[src/rtl/xdec_pkg.sv]
package xdec_pkg;
    localparam int IW    = 32;
    localparam int PW    = 5;
    localparam int NPART = 6;
    localparam int FW    = 5;

    // bit position of element i of field p (fixed instruction layout)
    function automatic int part_bit(input int p, input int i);
        case (p)
            0:       return (i == 4) ? 31 : 26 + i;
            1:       return 21 + i;
            2:       return 16 + i;
            3:       return 11 + i;
            4:       return (i == 0) ? 5 : 6 + i;
            default: return i;
        endcase
    endfunction
endpackage

[src/rtl/xdec_field_ulu.sv]
module xdec_field_ulu #(
    parameter int PW = 5,
    parameter int FW = 5
) (
    input  logic [FW-1:0] fcode,
    input  logic [PW-1:0] hist_orig,
    input  logic [PW-1:0] hist_code,
    input  logic [PW-1:0] cur,
    output logic [PW-1:0] restored
);
    always_comb begin
        for (int i = 0; i < PW; i++) begin
            logic h;
            h = fcode[FW-1] ? hist_code[i] : hist_orig[i];
            restored[i] = fcode[{h, cur[i]}];
        end
    end
endmodule

[src/rtl/xdec_block_match.sv]
module xdec_block_match #(
    parameter int N  = 4,
    parameter int AW = 32,
    localparam int IW = (N > 1) ? $clog2(N) : 1
) (
    input  logic [AW-1:0]        pc,
    input  logic [N-1:0]         vld,
    input  logic [N-1:0][AW-1:0] start_pc,
    output logic                 hit,
    output logic [IW-1:0]        idx
);
    always_comb begin
        hit = 1'b0;
        idx = '0;
        for (int e = N - 1; e >= 0; e--) begin
            if (vld[e] && start_pc[e] == pc) begin
                hit = 1'b1;
                idx = IW'(e);
            end
        end
    end
endmodule

[src/rtl/xform_decoder.sv]
module xform_decoder #(
    parameter int BB_N = 4,
    parameter int TT_N = 16,
    parameter int NSEL = 4
) (
    input  logic        clk,
    input  logic        rst_n,
    input  logic        fetch_valid_i,
    input  logic [31:0] pc_i,
    input  logic [31:0] code_i,
    input  logic        cfg_we_i,
    input  logic [1:0]  cfg_sel_i,
    input  logic [3:0]  cfg_addr_i,
    input  logic [31:0] cfg_data_i,
    output logic [31:0] instr_o
);
    import xdec_pkg::*;

    localparam int BBW   = (BB_N > 1) ? $clog2(BB_N) : 1;
    localparam int TTW   = $clog2(TT_N);
    localparam int SELW  = $clog2(NSEL);
    localparam int TTE_W = NPART * SELW + 1;

    typedef struct packed {
        logic                         active;
        logic [TTW-1:0]               ptr;
        logic [IW-1:0]                prev_o;
        logic [IW-1:0]                prev_c;
        logic [BB_N-1:0]              bb_vld;
        logic [BB_N-1:0][IW-1:0]      bb_pc;
        logic [BB_N-1:0][TTW-1:0]     bb_ptr;
        logic [TT_N-1:0][TTE_W-1:0]   tt;
        logic [NSEL-1:0][FW-1:0]      fsel;
    } state_t;

    state_t s_d, s_q;

    logic             hit;
    logic [BBW-1:0]   hit_idx;
    logic [TTE_W-1:0] tte;
    logic             end_bit;
    logic             decode_en;
    logic [IW-1:0]    dec_word;
    logic             act_q;
    logic [TTW-1:0]   ptr_q;
    logic [IW-1:0]    prevc_q;

    xdec_block_match #(.N(BB_N), .AW(IW)) u_match (
        .pc       (pc_i),
        .vld      (s_q.bb_vld),
        .start_pc (s_q.bb_pc),
        .hit      (hit),
        .idx      (hit_idx)
    );

    assign tte     = s_q.tt[s_q.ptr];
    assign end_bit = tte[TTE_W-1];

    logic [NPART-1:0][PW-1:0] f_cur, f_ho, f_hc, f_out;
    logic [NPART-1:0][FW-1:0] f_code;

    for (genvar p = 0; p < NPART; p++) begin : g_part
        for (genvar i = 0; i < PW; i++) begin : g_bit
            localparam int B = part_bit(p, i);
            assign f_cur[p][i] = code_i[B];
            assign f_ho[p][i]  = s_q.prev_o[B];
            assign f_hc[p][i]  = s_q.prev_c[B];
        end
        assign f_code[p] = s_q.fsel[tte[p*SELW +: SELW]];
        xdec_field_ulu #(.PW(PW), .FW(FW)) u_ulu (
            .fcode     (f_code[p]),
            .hist_orig (f_ho[p]),
            .hist_code (f_hc[p]),
            .cur       (f_cur[p]),
            .restored  (f_out[p])
        );
    end

    always_comb begin
        dec_word     = code_i;
        for (int p = 0; p < NPART; p++) begin
            for (int i = 0; i < PW; i++) begin
                dec_word[part_bit(p, i)] = f_out[p][i];
            end
        end
    end

    assign decode_en = s_q.active && !hit;
    assign instr_o   = decode_en ? dec_word : code_i;

    always_comb begin
        s_d = s_q;
        if (fetch_valid_i) begin
            s_d.prev_o = instr_o;
            s_d.prev_c = code_i;
            if (hit) begin
                s_d.active = 1'b1;
                s_d.ptr    = s_q.bb_ptr[hit_idx];
            end else if (s_q.active) begin
                s_d.ptr = s_q.ptr + 1'b1;
                if (end_bit) s_d.active = 1'b0;
            end
        end
        if (cfg_we_i) begin
            case (cfg_sel_i)
                2'd0: begin
                    s_d.bb_pc[cfg_addr_i[BBW-1:0]]  = cfg_data_i;
                    s_d.bb_vld[cfg_addr_i[BBW-1:0]] = 1'b1;
                end
                2'd1: s_d.bb_ptr[cfg_addr_i[BBW-1:0]] = cfg_data_i[TTW-1:0];
                2'd2: s_d.tt[cfg_addr_i[TTW-1:0]]     = cfg_data_i[TTE_W-1:0];
                default: s_d.fsel[cfg_addr_i[SELW-1:0]] = cfg_data_i[FW-1:0];
            endcase
        end
    end

    always_ff @(posedge clk) begin
        if (!rst_n) s_q <= '0;
        else        s_q <= s_d;
    end

    assign act_q   = s_q.active;
    assign ptr_q   = s_q.ptr;
    assign prevc_q = s_q.prev_c;
endmodule

[config.mk]
export PLATFORM = sky130hd
export DESIGN_NAME = xform_decoder
export DESIGN_NICKNAME = d
export VERILOG_FILES = /design/src/rtl/xdec_pkg.sv /design/src/rtl/xdec_field_ulu.sv /design/src/rtl/xdec_block_match.sv /design/src/rtl/xform_decoder.sv
export SDC_FILE = /design/constraint.sdc
export NUM_CORES = 1
export LEC_CHECK = 0
export BUFFER_PORTS_ARGS = -buffer_cell sky130_fd_sc_hd__buf_4
export CORE_AREA = 2 2 232 188
export DETAILED_ROUTE_END_ITERATION = 6
export DIE_AREA = 0 0 234 190
export PLACE_DENSITY = 0.74
export SYNTH_ARGS = -nofsm -noshare
export SYNTH_HDL_FRONTEND = slang
export SYNTH_SLANG_ARGS = --single-unit
export TNS_END_PERCENT = 5
[constraint.sdc]
create_clock -name clk -period 3.4 [get_ports clk]
set_clock_uncertainty 0.15 [all_clocks]
set_input_delay 0.17 -clock clk [delete_from_list [all_inputs] [get_ports clk]]
set_output_delay 0.17 -clock clk [all_outputs]
set_load 0.01 [all_outputs]
## Word level (Yosys, flattened, before mapping)

Index checks and enable logic that the tools add are counted.

- Register bits after elaboration: 445
- Input port bits: 106
- Output and inout bits: 32

- Mux-type cells: 132
- Eq/ne operators: 6
- Bitwise gates (word level): 2
- Reduce and logical (&&, ||, !) cells: 16
- Order comparisons: 42
- Add/subtract/negate cells: 1

Operator list:

| operator | number |
|---|---|
| $bwmux W208 | 1 |
| $bwmux W128 | 1 |
| $eq A32 B32 Y1 | 4 |
| $lt A2 B4 Y1 const B | 30 |
| $mux W1 | 66 |
| $demux W32 S2 | 1 |
| $mux W32 | 2 |
| $bmux W1 S2 | 30 |
| $bmux W5 S2 | 6 |
| $bmux W13 S4 | 1 |
| $demux W13 S4 | 1 |
| $mux W5 | 9 |
| $mux W13 | 2 |
| $lt A2 B3 Y1 const B | 8 |
| $bwmux W20 | 1 |
| $bwmux W16 | 1 |
| $demux W5 S2 | 1 |
| $lt A4 B5 Y1 const B | 2 |
| $reduce_and A2 Y1 | 5 |
| $bmux W4 S2 | 1 |
| $demux W4 S2 | 1 |
| $mux W2 | 4 |
| $mux W4 | 2 |
| $logic_and A1 B1 Y1 | 7 |
| 12 further kinds | 12 |

## Longest topological paths before layout

- Depth after elaboration: 9
- Mapped depth: 12
- Depth with buffers taken out: 8

## Cells and area by module

A second synthesis with hierarchy kept.

- Cell total of the unflattened synthesis: 2,232
- Area total of the unflattened synthesis: 21,260.4 um^2

Modules (own cells, without submodules):

| module | times used | area each (um^2) | cells each |
|---|---|---|---|
| xform_decoder | 1 | 18,640.4 | 1,982 |
| xdec_block_match | 1 | 1,463.9 | 184 |
| xdec_field_ulu | 6 | 192.7 | 11 |

## Least setup slack after synthesis

Ideal clock, no wire load.

- Kind: reg-to-output
- From: register s_q (netlist bit ptr_q[1])
- To: output port instr_o[0]
- Data arrival time: 2.864 ns
- Stages on the path, launching flop included: 11
- Slack: 0.216 ns
- Buffers on the path: 2
- Required time: 3.080 ns
- Cells stage by stage: dfxtp_1 -> buf_6 -> buf_6 -> mux4_2 -> mux2i_4 -> mux2i_1 -> mux2i_1 -> mux2_2 -> and3_1 -> or2_2 -> a31oi_1

- Word-level cells in the longest chain between the ends: 8

RTL lines:

| item | RTL line | RTL |
|---|---|---|
| start, declared | xform_decoder.sv:36 | `state_t s_d, s_q;` |
| start signal, assigned | xform_decoder.sv:118 | `if (!rst_n) s_q <= '0;` |
| start signal, assigned | xform_decoder.sv:119 | `else s_q <= s_d;` |
| $bmux W13 S4 * | xform_decoder.sv:56 | `assign tte = s_q.tt[s_q.ptr];` |
| $mux W13 (not written as such) * | xform_decoder.sv:56 |  |
| $bmux W5 S2 * | xform_decoder.sv:69 | `assign f_code[p] = s_q.fsel[tte[p*SELW +: SELW]];` |
| $mux W5 (not written as such) * | xform_decoder.sv:69 |  |
| $mux W1 | xdec_field_ulu.sv:14 | `h = fcode[FW-1] ? hist_code[i] : hist_orig[i];` |
| $bmux W1 S2 * | xdec_field_ulu.sv:15 | `restored[i] = fcode[{h, cur[i]}];` |
| $mux W1 (not written as such) * | xdec_field_ulu.sv:15 |  |
| $mux W32 * | xform_decoder.sv:89 | `assign instr_o = decode_en ? dec_word : code_i;` |
| end, declared | xform_decoder.sv:15 | `output logic [31:0] instr_o` |

Mark *: on every way between the ends. The rest lies on a longest branch, timed or not. The select of a mux whose other input is x is not followed.

## Worst setup path in the final report

- From: register s_q (netlist bit ptr_q[1])
- To: output port instr_o[28]

Same word-level chain as after synthesis.

==> impl_metrics.ini <==
[run_status]
outcome = finished, violations left
violations = negative setup slack

[clock_tree]
cts-buffers-inserted = 45
cts_tree = done
clk_pin_slew_ns = 0.06
clk-insertion-delay-late_ns = 0.59
cts_buffer_depth = 3
cts-htree-levels = 2
cts_sinks = 441
cts-root-buf = clkbuf_16

[finish]
antenna_cells = 0
area_growth_pct = 28.05
layout.cells.non_filler = 3552
drive_gt1_share_pct = 25.60
layout.nets = 3065
fill_cells = 3106
final_area_sq_um = 29860
final_core_util_pct = 70.33

[global_routing]
antenna_found_initial = 0
grt-ovfl-total = 0
grt_max_degree = 121
grt_pass1_wl_mm = 116.3
grt_pass1_vias = 20970
grt.total_usage_pct = 33.03

[setup_path]
required_ns = 3.08
crit_arrival_ns = 3.66
reg2reg_from = ptr_q[1]
cp_cell_sequence = buf_6, clkbuf_16, mux4_2, mux4_2, a211o_1, a22o_4, buf_6, a21oi_4, or2_4, a31oi_2, buf_4
slowest_stage = mux4_2
cp-start-kind = flop
path_max_fanout = 7
slowest_delay_ns = 0.60
critPathTopFamily = multiplexers
crit_buf_inv = 4
crit_start = ptr_q[1]
path_class = reg -> out
endpoint_kind = output pin

[worst_hold_path]
hold_path.class = in -> reg
hp-start = cfg_addr_i[1]

[place]
hpwl_mm = 48.63
pre_cts_slack_ns = -0.08125
dpl.cell_count = 3353
numPortBuffers = 133
placed_cell_area_sq_um = 25580
routabilityCongestion = 0.9083

[sta]
worst_pin_slew_ns = 1.026
fmax_mhz = 251.1
post-route-period-util_pct = 117.1
layout_setup_ws_ns = -0.5824
hold_viol = 0
drv_slew = 0
setup_viol = 35
tns_ns = -16.72
rsz0062_at_grt = yes
slew_headroom_pct = 31.57
whs_ns = 0.07549
period_minus_slack_ns = 3.982

[power]
ir_drop_v = 0.0003649
power_density_nw_per_um2 = 386.7
power_leakage_nw = 10.79
power_mw = 11.55

[die]
core_sq_um = 42460
die_height_microns = 190
start_util_pct = 54.92
placementRows = 68
die_w_microns = 234
ios = 138
design.die.area_sq_um = 44460

[routing]
via_per_inst = 6.275
drc = 0
wl_per_cell_microns = 21.92
route.vias.total = 22290
first_pass_iters = 6
wirelength_mm = 77.86
drt_iter0_markers = 2436
ant_nets = 0

[synth]
synthFlopType = dfxtp_1
synth_enable_flop_cells = 0
synth.area.top_cells = dfxtp_1, mux2i_1, nand2_1
syn_area_sq_um = 23320
synth-seq-cells = 441
ys_types = 55
async_flop_share_pct = 0
yosysTopAreaCell = dfxtp_1
syn_nets = 2818
netlist_top_cells_count = nand2_1, dfxtp_1, a21oi_1
synthCells = 2711
synth.most_common_cell = nand2_1
ys.warnings.count = 0
syn_avg_cell_area_sq_um = 8.601
ys_seq_area_share_pct = 37.86
synth_top_area_share_pct = 37.86

[run]
maxCapViolCount = 0
-- cell type report --
| class | count | area, sq um | area share [%] |
|---|---|---|---|
| Timing Repair Buffer | 396 | 3625 | 12.14 |
| Multi-Input combinational cell | 2065 | 15170 | 50.80 |
| Tap cell | 560 | 700.7 | 2.347 |
| Inverter | 9 | 41.29 | 0.1383 |
| Sequential cell | 441 | 8837 | 29.60 |
| Clock buffer | 65 | 1314 | 4.400 |
| Clock inverter | 16 | 172.7 | 0.5783 |
-- layout by cell type, fill, tap and decap left out, types with 18 or more instances in the layout --
cell and n:
a21oi_1 286, and3_4 18, nor2_1 180, clkbuf_16 49, a31oi_1 35, o2111a_1 30
xor2_1 70, a211oi_2 22, a211oi_1 38, buf_6 19, xnor2_1 58, mux4_2 59
nor4_1 29, nand3_2 20, or2_2 25, buf_4 279, dlygate4sd3_1 66, o21ai_0 37
mux2i_1 228, buf_12 26, and3_1 20, nor4_2 19, nand3_1 54, dfxtp_1 438
a21o_1 30, nand2_1 538, mux2i_4 36
-- metal layers --
layer  track usage (%)  part of all wire (%)  wire length, microns
met4             11.44                   3.2                  2525
met5                 0                     0                     0
met3             5.516                   8.3                  6476
met2             52.83                    46                 35970
met1             45.15                    42                 32880
-- flip-flops by register name, summed over array words and instances (netlist names) --
name and flops:
s_q 376, f_ho 30, prevc_q 30, ptr_q 4, act_q 1
-- worst paths after layout --
kind	endpoint	slack, ns	cells past startpoint
worst max-delay path	instr_o[28]	-0.58	11
worst min-delay path	s_q[243]	0.08	4
worst max register to register	f_ho[9]	-0.17	10
worst min register to register	s_q[75]	0.30	2
-- power breakdown --
part	internal, mW	switching, mW	leakage, nW
Combinational	0.509	0.692	6.50
Sequential	5.25	0.0675	3.57
Clock	2.85	2.17	0.719
-- logic make-up after synthesis --
logic type      share of synthesized area [%]
xor+xnor                                4.808
mux                                     19.58
fa+ha+maj                             0.05365
buf+inv                                 3.627
simple gates                            19.31
flops                                   37.86
compound gates                          14.76
-- worst register-to-register path: cells and delay by family (launching register included) --
| kind | cells | cell delay [ns] |
|---|---|---|
| AOI/OAI and AO/OA | 1 | 0.37 |
| buffers and inverters | 2 | 0.39 |
| DFF | 1 | 0.46 |
| muxes | 5 | 1.43 |
| and+or+nand+nor | 2 | 0.63 |
-- repair_timing --
action / 4_1_cts / 5_1_grt
cloned: 3 / 2
gates resized for setup: 92 / 219
setup endpoints to repair: 36 / 60
setup buffers: 15 / 33
endpoints found under the hold margin: 431 / 0
hold buffers: 66 / 0
pin swaps: 14 / 76
(Power assumes the default switching activity.)
